<file path="config.mk">
export PLATFORM = sky130hd
export DESIGN_NAME = plls_ctrl
export DESIGN_NICKNAME = d
export VERILOG_FILES = /design/src/rtl/plls_pkg.sv /design/src/rtl/plls_seq.sv /design/src/rtl/plls_div.sv /design/src/rtl/plls_cfg.sv /design/src/rtl/plls_ctrl.sv
export SDC_FILE = /design/constraint.sdc
export NUM_CORES = 1
export LEC_CHECK = 0
export ABC_CLOCK_PERIOD_IN_PS = 7300
export BUFFER_PORTS_ARGS = -buffer_cell sky130_fd_sc_hd__buf_2
export CORE_MARGIN = 5
export CORE_UTILIZATION = 66
export CTS_BUF_LIST = sky130_fd_sc_hd__clkbuf_8
export CTS_CLUSTER_DIAMETER = 150
export CTS_CLUSTER_SIZE = 12
export DETAILED_ROUTE_END_ITERATION = 8
export HOLD_SLACK_MARGIN = 0.03
export PLACE_DENSITY = 0.84
export SKIP_CTS_REPAIR_TIMING = 1
export SYNTH_ARGS = -nofsm -noshare
export SYNTH_HDL_FRONTEND = slang
export SYNTH_SLANG_ARGS = --single-unit
</file>
<file path="constraint.sdc">
create_clock -name clk_i -period 7.3 [get_ports clk_i]
set_input_delay 0 -clock clk_i [delete_from_list [all_inputs] [get_ports clk_i]]
set_output_delay 0 -clock clk_i [all_outputs]
set_load 0.01 [all_outputs]
</file>
<file path="src/rtl/plls_pkg.sv">
package plls_pkg;
    localparam int NUM_OUT = 3;

    localparam logic [2:0] A_PRE   = 3'd0;
    localparam logic [2:0] A_MUL   = 3'd1;
    localparam logic [2:0] A_POST0 = 3'd2;
    localparam logic [2:0] A_CMD   = 3'd5;
    localparam logic [2:0] A_ALN   = 3'd6;

    localparam int DEF_PRE_FLD = 1;
    localparam int DEF_MUL     = 13;
    localparam int MUL_MIN     = 4;
    localparam int MUL_MAX     = 25;

    localparam int FIN_MIN_KHZ  = 12000;
    localparam int FIN_MAX_KHZ  = 50000;
    localparam int FOUT_MIN_KHZ = 140000;
    localparam int FOUT_MAX_KHZ = 600000;

    typedef enum logic [1:0] {
        SQ_HOLD = 2'd0,
        SQ_LOCK = 2'd1,
        SQ_RUN  = 2'd2
    } seq_st_e;
endpackage

</file>
<file path="src/rtl/plls_seq.sv">
module plls_seq
    import plls_pkg::*;
#(
    parameter int RST_CYC  = 7,
    parameter int LOCK_CYC = 9375
) (
    input  logic clk_i,
    input  logic rst_ni,
    input  logic relock_i,
    output logic pll_rst_o,
    output logic pll_en_o
);
    localparam int MAX_CYC = (RST_CYC > LOCK_CYC) ? RST_CYC : LOCK_CYC;
    localparam int CNT_W   = $clog2(MAX_CYC + 1);

    typedef struct packed {
        seq_st_e          st;
        logic [CNT_W-1:0] cnt;
    } seq_t;

    seq_t q, d;

    always_comb begin
        d = q;
        unique case (q.st)
            SQ_HOLD: begin
                if (q.cnt == CNT_W'(RST_CYC - 1)) begin
                    d.st  = SQ_LOCK;
                    d.cnt = '0;
                end else begin
                    d.cnt = q.cnt + 1'b1;
                end
            end
            SQ_LOCK: begin
                if (relock_i) begin
                    d.cnt = '0;
                end else if (q.cnt == CNT_W'(LOCK_CYC - 1)) begin
                    d.st  = SQ_RUN;
                    d.cnt = '0;
                end else begin
                    d.cnt = q.cnt + 1'b1;
                end
            end
            SQ_RUN: begin
                if (relock_i) begin
                    d.st  = SQ_LOCK;
                    d.cnt = '0;
                end
            end
            default: begin
                d.st  = SQ_HOLD;
                d.cnt = '0;
            end
        endcase
    end

    always_ff @(posedge clk_i or negedge rst_ni) begin
        if (!rst_ni) begin
            q.st  <= SQ_HOLD;
            q.cnt <= '0;
        end else begin
            q <= d;
        end
    end

    assign pll_rst_o = (q.st == SQ_HOLD);
    assign pll_en_o  = (q.st == SQ_RUN);
endmodule

</file>
<file path="src/rtl/plls_div.sv">
module plls_div #(
    parameter int FLD_W = 5
) (
    input  logic             clk_i,
    input  logic             rst_ni,
    input  logic [FLD_W-1:0] ratio_m1_i,
    input  logic             restart_i,
    output logic             en_o
);
    typedef struct packed {
        logic [FLD_W-1:0] cnt;
    } div_t;

    div_t q, d;

    always_comb begin
        d = q;
        if (restart_i || (q.cnt >= ratio_m1_i)) begin
            d.cnt = '0;
        end else begin
            d.cnt = q.cnt + 1'b1;
        end
    end

    always_ff @(posedge clk_i or negedge rst_ni) begin
        if (!rst_ni) begin
            q.cnt <= '0;
        end else begin
            q <= d;
        end
    end

    assign en_o = (q.cnt == '0);
endmodule

</file>
<file path="src/rtl/plls_cfg.sv">
module plls_cfg
    import plls_pkg::*;
#(
    parameter int FLD_W   = 5,
    parameter int REF_KHZ = 50000
) (
    input  logic                            clk_i,
    input  logic                            rst_ni,
    input  logic                            wr_en_i,
    input  logic [2:0]                      wr_addr_i,
    input  logic [7:0]                      wr_data_i,
    input  logic [2:0]                      rd_addr_i,
    output logic [7:0]                      rd_data_o,
    output logic [NUM_OUT-1:0][FLD_W-1:0]   act_o,
    output logic                            restart_o,
    output logic                            relock_o,
    output logic                            bridge_rst_o,
    output logic                            reject_o,
    output logic                            freq_err_o
);
    localparam int RW = FLD_W + 3;

    typedef struct packed {
        logic [FLD_W-1:0]                    pre;
        logic [FLD_W-1:0]                    mul;
        logic [NUM_OUT-1:0][FLD_W-1:0]       pend;
        logic [NUM_OUT-1:0][FLD_W-1:0]       act;
        logic                                reject;
        logic                                brst;
    } cfg_t;

    function automatic cfg_t reset_val();
        cfg_t v;
        v.pre    = FLD_W'(DEF_PRE_FLD);
        v.mul    = FLD_W'(DEF_MUL);
        for (int i = 0; i < NUM_OUT; i++) begin
            v.pend[i] = FLD_W'(i);
            v.act[i]  = FLD_W'(i);
        end
        v.reject = 1'b0;
        v.brst   = 1'b0;
        return v;
    endfunction

    cfg_t q, d;
    logic go_ok, relock;
    logic [RW-1:0] r0, r1;
    logic ratio_ok;

    // Ratio legality of staged outputs 0 and 1
    always_comb begin
        r0 = RW'(q.pend[0]) + 1'b1;
        r1 = RW'(q.pend[1]) + 1'b1;
        ratio_ok = (r1 == (r0 << 1)) || (r1 == (r0 + (r0 << 1))) || (r1 == (r0 << 2));
    end

    always_comb begin
        d      = q;
        d.brst = 1'b0;
        go_ok  = 1'b0;
        relock = 1'b0;
        if (wr_en_i) begin
            if (wr_addr_i == A_PRE) begin
                d.pre  = wr_data_i[FLD_W-1:0];
                relock = 1'b1;
            end else if (wr_addr_i == A_MUL) begin
                if (wr_data_i >= 8'(MUL_MIN) && wr_data_i <= 8'(MUL_MAX)) begin
                    d.mul    = wr_data_i[FLD_W-1:0];
                    d.reject = 1'b0;
                    relock   = 1'b1;
                end else begin
                    d.reject = 1'b1;
                end
            end else if (wr_addr_i == A_CMD) begin
                if (wr_data_i[0]) begin
                    if (ratio_ok) begin
                        go_ok    = 1'b1;
                        d.act    = q.pend;
                        d.reject = 1'b0;
                    end else begin
                        d.reject = 1'b1;
                    end
                end
            end else begin
                for (int i = 0; i < NUM_OUT; i++) begin
                    if (wr_addr_i == 3'(int'(A_POST0) + i)) begin
                        d.pend[i] = wr_data_i[FLD_W-1:0];
                    end
                end
            end
        end
        d.brst = go_ok | relock;
    end

    always_ff @(posedge clk_i or negedge rst_ni) begin
        if (!rst_ni) begin
            q <= reset_val();
        end else begin
            q <= d;
        end
    end

    // Read mux
    always_comb begin
        rd_data_o = 8'h00;
        if (rd_addr_i == A_PRE) begin
            rd_data_o = 8'(q.pre);
        end else if (rd_addr_i == A_MUL) begin
            rd_data_o = 8'(q.mul);
        end else if (rd_addr_i == A_ALN) begin
            rd_data_o = 8'h07;
        end else begin
            for (int i = 0; i < NUM_OUT; i++) begin
                if (rd_addr_i == 3'(int'(A_POST0) + i)) begin
                    rd_data_o = 8'(q.pend[i]);
                end
            end
        end
    end

    // Frequency window check against the reference parameter
    always_comb begin
        int pr;
        int ml;
        pr = int'(q.pre) + 1;
        ml = int'(q.mul);
        freq_err_o = (REF_KHZ < FIN_MIN_KHZ * pr) || (REF_KHZ > FIN_MAX_KHZ * pr) ||
                     (REF_KHZ * ml < FOUT_MIN_KHZ * pr) || (REF_KHZ * ml > FOUT_MAX_KHZ * pr);
    end

    assign act_o        = q.act;
    assign restart_o    = go_ok;
    assign relock_o     = relock;
    assign bridge_rst_o = q.brst;
    assign reject_o     = q.reject;
endmodule

</file>
<file path="src/rtl/plls_ctrl.sv">
module plls_ctrl
    import plls_pkg::*;
#(
    parameter int CLK_KHZ    = 50000,
    parameter int REF_KHZ    = 50000,
    parameter int RST_NS     = 125,
    parameter int LOCK_US_X10 = 1875,
    parameter int FLD_W      = 5
) (
    input  logic               clk_i,
    input  logic               rst_ni,
    input  logic               wr_en_i,
    input  logic [2:0]         wr_addr_i,
    input  logic [7:0]         wr_data_i,
    input  logic [2:0]         rd_addr_i,
    output logic [7:0]         rd_data_o,
    output logic               pll_rst_o,
    output logic               pll_en_o,
    output logic               bypass_o,
    output logic               busy_o,
    output logic               bridge_rst_o,
    output logic [NUM_OUT-1:0] clk_en_o,
    output logic               reject_o,
    output logic               freq_err_o
);
    localparam int RST_CYC  = (RST_NS * CLK_KHZ + 999999) / 1000000;
    localparam int LOCK_CYC = (LOCK_US_X10 * CLK_KHZ + 9999) / 10000;

    logic [NUM_OUT-1:0][FLD_W-1:0] act;
    logic restart, relock;

    plls_cfg #(.FLD_W(FLD_W), .REF_KHZ(REF_KHZ)) u_cfg (
        .clk_i        (clk_i),
        .rst_ni       (rst_ni),
        .wr_en_i      (wr_en_i),
        .wr_addr_i    (wr_addr_i),
        .wr_data_i    (wr_data_i),
        .rd_addr_i    (rd_addr_i),
        .rd_data_o    (rd_data_o),
        .act_o        (act),
        .restart_o    (restart),
        .relock_o     (relock),
        .bridge_rst_o (bridge_rst_o),
        .reject_o     (reject_o),
        .freq_err_o   (freq_err_o)
    );

    plls_seq #(.RST_CYC(RST_CYC), .LOCK_CYC(LOCK_CYC)) u_seq (
        .clk_i     (clk_i),
        .rst_ni    (rst_ni),
        .relock_i  (relock),
        .pll_rst_o (pll_rst_o),
        .pll_en_o  (pll_en_o)
    );

    for (genvar g = 0; g < NUM_OUT; g++) begin : g_div
        plls_div #(.FLD_W(FLD_W)) u_div (
            .clk_i      (clk_i),
            .rst_ni     (rst_ni),
            .ratio_m1_i (act[g]),
            .restart_i  (restart),
            .en_o       (clk_en_o[g])
        );
    end

    assign bypass_o = !pll_en_o;
    assign busy_o   = !pll_en_o || bridge_rst_o;
endmodule

</file>
==> results.json, run 1 <==
{
  "status": "finished, final reports clean",
  "numCtsBuffers": 9,
  "grt_pass1_wl_mm": 37.4,
  "grt_start_max_net_pins": 74,
  "die_w_um": 132,
  "synth_edf_count": 0,
  "nNetsFinal": 1410,
  "setup_tns_ps": 0,
  "antenna_left": 0,
  "coreArea_um2": 14600,
  "synth.avg_cell_area_um2": 8.80,
  "grtUsageTotal_pct": 25.1,
  "crit_type": "flip-flop to primary output",
  "end_kind": "primary output",
  "fin_skew_ps": 8.73,
  "dp_hpwl_mm": 17.9,
  "worst_pin_slew_ps": 927,
  "rows": 44,
  "ioPinCount": 35,
  "setup_viol": 0,
  "synthArstFlopShare_pct": 100,
  "avgViaCountPerCell": 6.13,
  "cts-root-buf": "clkbuf_8",
  "synth-main-ff-cell": "dfrtp_1",
  "drtIter0Drc": 576,
  "hp-class": "primary input to flip-flop",
  "multiInputGateArea_um2": 7450,
  "yosysWarningCount": 0,
  "die_area_um2": 17500,
  "routedWlPerCell_um": 16.5,
  "rsz0062_at_grt": "false",
  "drtPass1Iterations": 6,
  "max_freq_mhz": 145,
  "period_share_pct": 94.4,
  "port_buffers": 31,
  "synth_most_common_cell": "ha_1",
  "yosysTopAreaCell": "ha_1",
  "cts_tree": "done",
  "nFillCells": 1106,
  "grt_pass1_vias": 7889,
  "initial_core_util_pct": 67.7,
  "synthCells": 1122,
  "synthDistinctLibCells": 77,
  "grt_overflow": 0,
  "seq_area_frac_synth_pct": 18.6,
  "vias": 8227,
  "final_core_util_pct": 71.3,
  "relSlewSlack_pct": 38.1,
  "max_cap_violations": 0,
  "clock_latency_ps": 350,
  "slew_violations": 0,
  "arrival_ps": 6890,
  "drt_drc_violations_left": 0,
  "netlist_area_um2": 9870,
  "yosys-top-cells-count": "213 x ha_1, 122 x inv_1, 72 x nor2_1, 68 x o21ai_0, 65 x dfrtp_1",
  "fin_crit_ps": 6890,
  "diodes": 0,
  "path_max_fanout": 13,
  "synth_seq_cells": 73,
  "cts.path.max_buffers": 2,
  "layout-drive-gt1-share_pct": 9.50,
  "gp_congestion": 0.929,
  "hold_violations": 0,
  "wl_mm": 22.1,
  "required_ps": 7300,
  "fp.dieH_um": 132,
  "area_growth_pct": 5.40,
  "synth_top_area_share_pct": 27.0,
  "cts_sinks": 73,
  "yosys-top-cells-area": "ha_1 27%, dfrtp_1 16%, fa_1 5.5%",
  "cp-start-kind": "flip-flop",
  "antenna_found_initial": 0,
  "htreeDepth": 3,
  "clk_pin_slew_ps": 70,
  "seq_area_um2": 1840
}
worst max-delay path, stage by stage (launching register included):
cell and delay, ps:
dfstp_2 580, buf_6 230, inv_1 90, ha_1 300, buf_4 190, ha_1 330
ha_1 290, inv_1 50, fa_1 600, inv_1 80, ha_1 290, ha_1 340
nor3b_1 160, o21ai_0 250, nand2b_1 130, a31oi_2 300, o21ai_0 140, xnor2_1 160
ha_1 290, nand4_1 120, nor2_1 120, o221ai_1 130, o211ai_1 200, o2111ai_1 130
nor4_1 300, nand4_1 200, a311o_1 400, buf_2 140
registers in the layout, indices dropped and copies added, names as in the netlist:
signal,flops
g_div.u_div.q,15
u_cfg.act_o,15
u_cfg.bridge_rst_o,1
u_cfg.q,25
u_cfg.reject_o,1
u_seq.q,16
metal layers:
metal  GRT usage, %  up-vias  wire [um]
li1               -     4036          -
met1           34.8     3928       9700
met2           43.1      231      10900
met3           1.98       32       1170
met4           5.26        0        327
met5              0        -          0
cells in the final DEF (no fill, tap or decap), types with 12 or more instances in the layout:
cell type,instances
a21o_1,19
a21oi_1,57
a31oi_1,14
and3_1,13
buf_2,31
dfrtp_1,65
fa_1,27
ha_1,213
inv_1,122
mux2_2,26
nand2_1,62
nand2b_1,28
nand3_1,40
nand4_1,12
nor2_1,72
nor3_1,20
o21ai_0,68
xnor2_1,41
xor2_1,41
cell families (layout without fill, tap and decap cells):
| logic type | count (synthesis) | count (layout) | share of synthesized area (%) |
|---|---|---|---|
| DFF | 73 | 73 | 18.6 |
| muxes | 34 | 34 | 3.90 |
| other | 1 | 3 | 0.0380 |
| and+or+nand+nor | 297 | 297 | 15.1 |
| AOI/OAI and AO/OA | 244 | 244 | 15.9 |
| xor gates and xnor gates | 86 | 86 | 7.93 |
| adders and majority gates | 240 | 240 | 32.5 |
| buffers and inverters | 147 | 181 | 6.08 |
area by class of cell:
cell class,instances,share of cell area [%]
Multi-Input combinational cell,904,71.6
Sequential cell,73,17.7
Inverter,122,4.40
Timing Repair Buffer,43,2.51
Tap cell,184,2.21
Clock buffer,9,1.19
Clock inverter,7,0.445
worst paths after layout:
kind	from	endpoint	slack (ps)	cells after the start
max	u_cfg.q[37]$_DFFE_PN1P_	freq_err_o	410	27
min	wr_data_i[3]	u_cfg.q[35]$_DFFE_PN1P_	40	2
max reg2reg	u_cfg.q[17]$_DFFE_PN0P_	u_cfg.act_o[10]$_DFFE_PN0P_	3480	11
min reg2reg	g_div[0].u_div.q[0]$_DFF_PN0_	g_div[0].u_div.q[0]$_DFF_PN0_	490	1
max in group asynchronous	rst_ni	u_cfg.act_o[1]$_DFFE_PN0P_	6320	3
min in group asynchronous	rst_ni	g_div[2].u_div.q[0]$_DFF_PN0_	370	3
per-stage QoR:
step | instance area [um^2] | setup WS (ps) | instances | hold slack, ps
after CTS | 10300 | 295 | 1337 | -122
after detailed placement | 10200 | 688 | 1321 | 269
after floorplan | 9880 | 1250 | 1124 | -296
after global placement | 10200 | 928 | 1321 | 265
final | 10400 | 406 | 1342 | 42.7
after global routing | 10400 | 7.20 | 1342 | 32.0
Power of run 1 is left out: the tool's default activity adds up to more than one toggle a clock period on the data nets, which glitch-free logic cannot reach.
==> run 2, diff against run 1 <==
--- a/config.mk
+++ b/config.mk
@@ -7,7 +7,7 @@
 export LEC_CHECK = 0
 export ABC_CLOCK_PERIOD_IN_PS = 7300
 export BUFFER_PORTS_ARGS = -buffer_cell sky130_fd_sc_hd__buf_2
-export CORE_MARGIN = 5
+export CORE_MARGIN = 8
 export CORE_UTILIZATION = 66
 export CTS_BUF_LIST = sky130_fd_sc_hd__clkbuf_8
 export CTS_CLUSTER_DIAMETER = 150
==> results.json, run 2 (synthesis gave the netlist of run 1 again) <==
{
  "status": "finished, final reports clean",
  "final_core_util_pct": 71.4,
  "layout-drive-gt1-share_pct": 9.33,
  "setup_viol": 0,
  "numCtsBuffers": 9,
  "required_ps": 7300,
  "grt_start_max_net_pins": 74,
  "die_area_um2": 19100,
  "drt_drc_violations_left": 0,
  "grt_pass1_vias": 7932,
  "top_register": "u_cfg.q",
  "relSlewSlack_pct": 37.8,
  "grt_overflow": 0,
  "placed_area_um2": 10200,
  "cts_tree": "done",
  "period_share_pct": 93.9,
  "arrival_ps": 6850,
  "coreArea_um2": 14600,
  "cp-start-kind": "flip-flop",
  "fin_crit_ps": 6850,
  "antenna_found_initial": 0,
  "hp-class": "primary input to flip-flop",
  "max_freq_mhz": 146,
  "dp_hpwl_mm": 17.5,
  "hold_violations": 0,
  "area_growth_pct": 5.53,
  "routedWlPerCell_um": 16.2,
  "drtIter0Drc": 514,
  "cts_sinks": 73,
  "fp.dieH_um": 138,
  "crit_type": "flip-flop to primary output",
  "final_area_um2": 10400,
  "htreeDepth": 3,
  "min-delay-start": "wr_data_i[2]",
  "nNetsFinal": 1410,
  "setup_tns_ps": 0,
  "worst_pin_slew_ps": 926,
  "end_kind": "primary output",
  "cts.path.max_buffers": 2,
  "die_w_um": 138,
  "wl_mm": 21.7,
  "layout_common_cells": "213 x ha_1, 123 x inv_1, 72 x nor2_1, 68 x o21ai_0, 65 x dfrtp_1",
  "rr_startpoint": "u_cfg.q[17]$_DFFE_PN0P_",
  "largestRegisters": "u_cfg.q x25, u_seq.q x16",
  "rsz0062_at_grt": "false",
  "antenna_left": 0,
  "slew_violations": 0,
  "diodes": 0,
  "drtPass1Iterations": 5,
  "avgViaCountPerCell": 6.16,
  "hold_depth": 2,
  "gp_congestion": 0.930,
  "rr_worst_depth": 13,
  "max_cap_violations": 0,
  "initial_core_util_pct": 67.7,
  "largest_reg_flops": 25,
  "rows": 44,
  "grtUsageTotal_pct": 22.4,
  "cts-root-buf": "clkbuf_8",
  "path_max_fanout": 14,
  "clock_latency_ps": 350,
  "fin_skew_ps": 15.7,
  "rr_endpoint": "u_cfg.act_o[0]$_DFFE_PN0P_",
  "vias": 8261,
  "holdPathEnd": "u_cfg.q[29]$_DFFE_PN0P_",
  "ioPinCount": 35,
  "port_buffers": 31,
  "clk_pin_slew_ps": 80,
  "grt_pass1_wl_mm": 36.9,
  "layout_commonest_cell": "ha_1",
  "rrSetupSlack_ps": 3840
}
-- run 2: changes by cell type in the layout (fill, tap and decap cells not counted), sizes merged --
| cell | delta |
|---|---|
| bufinv | +1 |
| clkinvlp | -1 |
-- run 2: how the worst max path moves through the flow --
stage | start | end | slack [ps]
floorplan | u_cfg.q[37]$_DFFE_PN1P_ | freq_err_o | 1250
global placement | u_cfg.q[37]$_DFFE_PN1P_ | freq_err_o | 1040
detailed placement | u_cfg.q[37]$_DFFE_PN1P_ | freq_err_o | 930
CTS | u_cfg.q[37]$_DFFE_PN1P_ | freq_err_o | 510
global route | u_cfg.q[37]$_DFFE_PN1P_ | freq_err_o | 20
finish | u_cfg.q[37]$_DFFE_PN1P_ | freq_err_o | 450
-- run 2: per-stage QoR --
stage               hold slack [ps]  setup slack, ps  instances
floorplan                      -296             1250       1124
detailed placement              267              932       1321
global route                   30.5             20.1       1342
global placement                263             1040       1321
finish                         49.9              449       1342
CTS                            -127              511       1337
-- run 2: worst max-delay path, stage by stage (launching register included) --
cell and delay (ps):
dfstp_2 560, buf_4 280, nand3_1 130, xnor2_1 140
buf_4 190, ha_1 340, ha_1 280, inv_1 50
fa_1 600, inv_1 90, ha_1 290, ha_1 330
nor3b_1 160, o21ai_0 220, nand2b_1 100, a31oi_1 380
o21ai_0 180, xnor2_1 160, ha_1 310, nand4_1 120
nor2_1 140, o221ai_1 120, o211ai_1 180, o2111ai_1 120
nor4_1 280, nand4_1 190, a311o_1 390, buf_2 140
-- run 2: area by class of cell --
type,count,area (um^2)
tap,184,230
inverter,122,458
sequential,73,1840
clock inverter,7,68.8
timing repair buffer,43,258
clock buffer,9,124
multi-input combinational,904,7440
fill,1096,4170
-- run 2: per-layer routing --
layer / global-route usage, % / wire length (um) / part of all wire [%]
met1: 29.3 / 9730 / 45
met2: 38.1 / 10500 / 48
met3: 2.64 / 1190 / 5.5
met4: 5.95 / 337 / 1.6
met5: 0 / 0 / 0
Power of run 2 is left out for the same reason.
==> run 3, diff against run 2 <==
--- a/config.mk
+++ b/config.mk
@@ -18,4 +18,5 @@
 export SKIP_CTS_REPAIR_TIMING = 1
 export SYNTH_ARGS = -nofsm -noshare
 export SYNTH_HDL_FRONTEND = slang
+export SYNTH_HIERARCHICAL = 1
 export SYNTH_SLANG_ARGS = --single-unit
==> results.json, run 3 <==
{
  "status": "finished, final reports clean",
  "layout_common_cells": "184 x ha_1, 106 x inv_1, 70 x nor2_1, 65 x dfrtp_1, 55 x nand2_1",
  "die_area_um2": 19100,
  "wl_mm": 22.1,
  "fin_skew_ps": 12.3,
  "initial_core_util_pct": 67.8,
  "numCtsBuffers": 9,
  "antenna_left": 0,
  "synthDistinctLibCells": 80,
  "drtPass1Iterations": 5,
  "synth_edf_count": 0,
  "top_register": "u_cfg/q",
  "die_w_um": 138,
  "grt_pass1_vias": 7727,
  "rows": 44,
  "cts-root-buf": "clkbuf_8",
  "grt_overflow": 0,
  "clk_pin_slew_ps": 80,
  "synthArstFlopShare_pct": 100,
  "period_share_pct": 96.5,
  "layout-drive-gt1-share_pct": 13.4,
  "cp-start-kind": "flip-flop",
  "path_max_fanout": 7,
  "netlist_area_um2": 9850,
  "stdcell_count": 1302,
  "synth_seq_cells": 73,
  "holdWs_ps": 22.0,
  "largest_reg_flops": 25,
  "hold_violations": 0,
  "diodes": 0,
  "arrival_ps": 7040,
  "hp-class": "primary input to flip-flop",
  "relSlewSlack_pct": 26.7,
  "dp_hpwl_mm": 17.5,
  "yosysWarningCount": 6,
  "max_cap_violations": 0,
  "htreeDepth": 3,
  "port_buffers": 31,
  "grt_start_max_net_pins": 74,
  "required_ps": 7300,
  "area_growth_pct": 5.90,
  "cp_slowest_cell": "dfstp_2",
  "cts_sinks": 73,
  "ioPinCount": 35,
  "largestRegisters": "u_cfg/q x25, u_seq/q x16",
  "max_freq_mhz": 142,
  "synth-main-ff-cell": "dfrtp_1",
  "fp.dieH_um": 138,
  "fin_crit_ps": 7040,
  "nNetsFinal": 1345,
  "worst_pin_slew_ps": 1080,
  "synth_most_common_cell": "ha_1",
  "grt_pass1_wl_mm": 36.6,
  "cts.path.max_buffers": 2,
  "cts_tree": "done",
  "synth_top_area_share_pct": 23.6,
  "yosys-top-cells-count": "186 x ha_1, 107 x inv_1, 72 x nor2_1, 65 x dfrtp_1",
  "routedWlPerCell_um": 17.0,
  "rrSetupSlack_ps": 2690,
  "drtIter0Drc": 580,
  "drt_drc_violations_left": 0,
  "avgViaCountPerCell": 6.18,
  "layout_commonest_cell": "ha_1",
  "antenna_found_initial": 0,
  "vias": 8051,
  "gp_congestion": 0.937,
  "yosys-top-cells-area": "ha_1 24%, dfrtp_1 17%, fa_1 5.9%",
  "seq_area_frac_synth_pct": 18.7,
  "cp_slowest_stage_delay_ps": 660,
  "grtUsageTotal_pct": 22.4,
  "synthCells": 1092,
  "crit_type": "flip-flop to primary output",
  "end_kind": "primary output",
  "synth.avg_cell_area_um2": 9.02,
  "slew_violations": 0,
  "dp_cells": 1274,
  "yosysTopAreaCell": "ha_1",
  "clock_latency_ps": 360,
  "setup_viol": 0,
  "coreArea_um2": 14500
}
## run 3: cell count changes after synthesis, sizes merged, moves of 10 or more
cell    before  now
nand2b      28    9
a311oi       0   17
o21ai       71   55
a21oi       59   49
a31oi       16    5
inv        122  107
ha         213  186
mux2        26   38
xor2        45   55
nand3       40   27
buf         14   27
## run 3: routing by layer
metal	up-vias	GRT usage (%)	wire (um)
met5	-	0	0
met2	225	36.1	10200
met3	40	3.80	1060
li1	3939	-	-
met4	0	6.69	439
met1	3847	30.1	10400
## run 3: area by class of cell
| class | count | area, um^2 |
|---|---|---|
| clock inverter | 7 | 95.1 |
| inverter | 108 | 409 |
| fill | 1063 | 4110 |
| timing repair buffer | 52 | 328 |
| clock buffer | 9 | 124 |
| tap | 184 | 230 |
| multi-input combinational | 869 | 7410 |
| sequential | 73 | 1840 |
## run 3: through the flow
stage	utilization [%]	setup WS [ps]	setup TNS, ps	cell area (um^2)
2_1_floorplan	-	752	0	9860
3_3_place_gp	69.0	550	0	10000
3_5_place_dp	69.0	273	0	10000
4_1_cts	70.5	-157	-157	10300
5_1_grt	71.8	-112	-112	10400
6_report	71.8	258	0	10400
## run 3: path summary, 6_finish.rpt
| check | startpoint | to | cells past startpoint |
|---|---|---|---|
| worst max-delay path | u_cfg/q[37]$_DFFE_PN1P_ | freq_err_o | 27 |
| worst min-delay path | wr_data_i[2] | u_cfg/q[19]$_DFFE_PN0P_ | 2 |
| worst max register to register | u_cfg/q[17]$_DFFE_PN0P_ | g_div[2].u_div/q[0]$_DFF_PN0_ | 13 |
| worst min register to register | g_div[0].u_div/q[0]$_DFF_PN0_ | g_div[0].u_div/q[0]$_DFF_PN0_ | 1 |
| max in group asynchronous | rst_ni | g_div[0].u_div/q[1]$_DFF_PN0_ | 3 |
| min in group asynchronous | rst_ni | g_div[1].u_div/q[2]$_DFF_PN0_ | 3 |
## run 3: logic make-up (layout without fill, tap and decap cells)
family	Yosys count	after routing	synth area share, %
AO/OA/AOI/OAI	226	226	15.3
adder cells (fa/ha/maj)	220	220	30.0
XOR/XNOR	101	101	8.98
flip-flops	73	73	18.7
other	1	3	0.0381
buffers and inverters	152	176	6.92
multiplexers	42	42	5.18
AND/OR/NAND/NOR	277	277	14.9
## run 3: critical path: cells and delay by family (launching register included)
kind	cells	cell delay, ps
xor gates and xnor gates	2	360
DFF	1	660
adders and majority gates	6	2470
buffers and inverters	4	500
and+or+nand+nor	8	1580
AOI/OAI and AO/OA	7	1090
Power of run 3 is left out for the same reason.
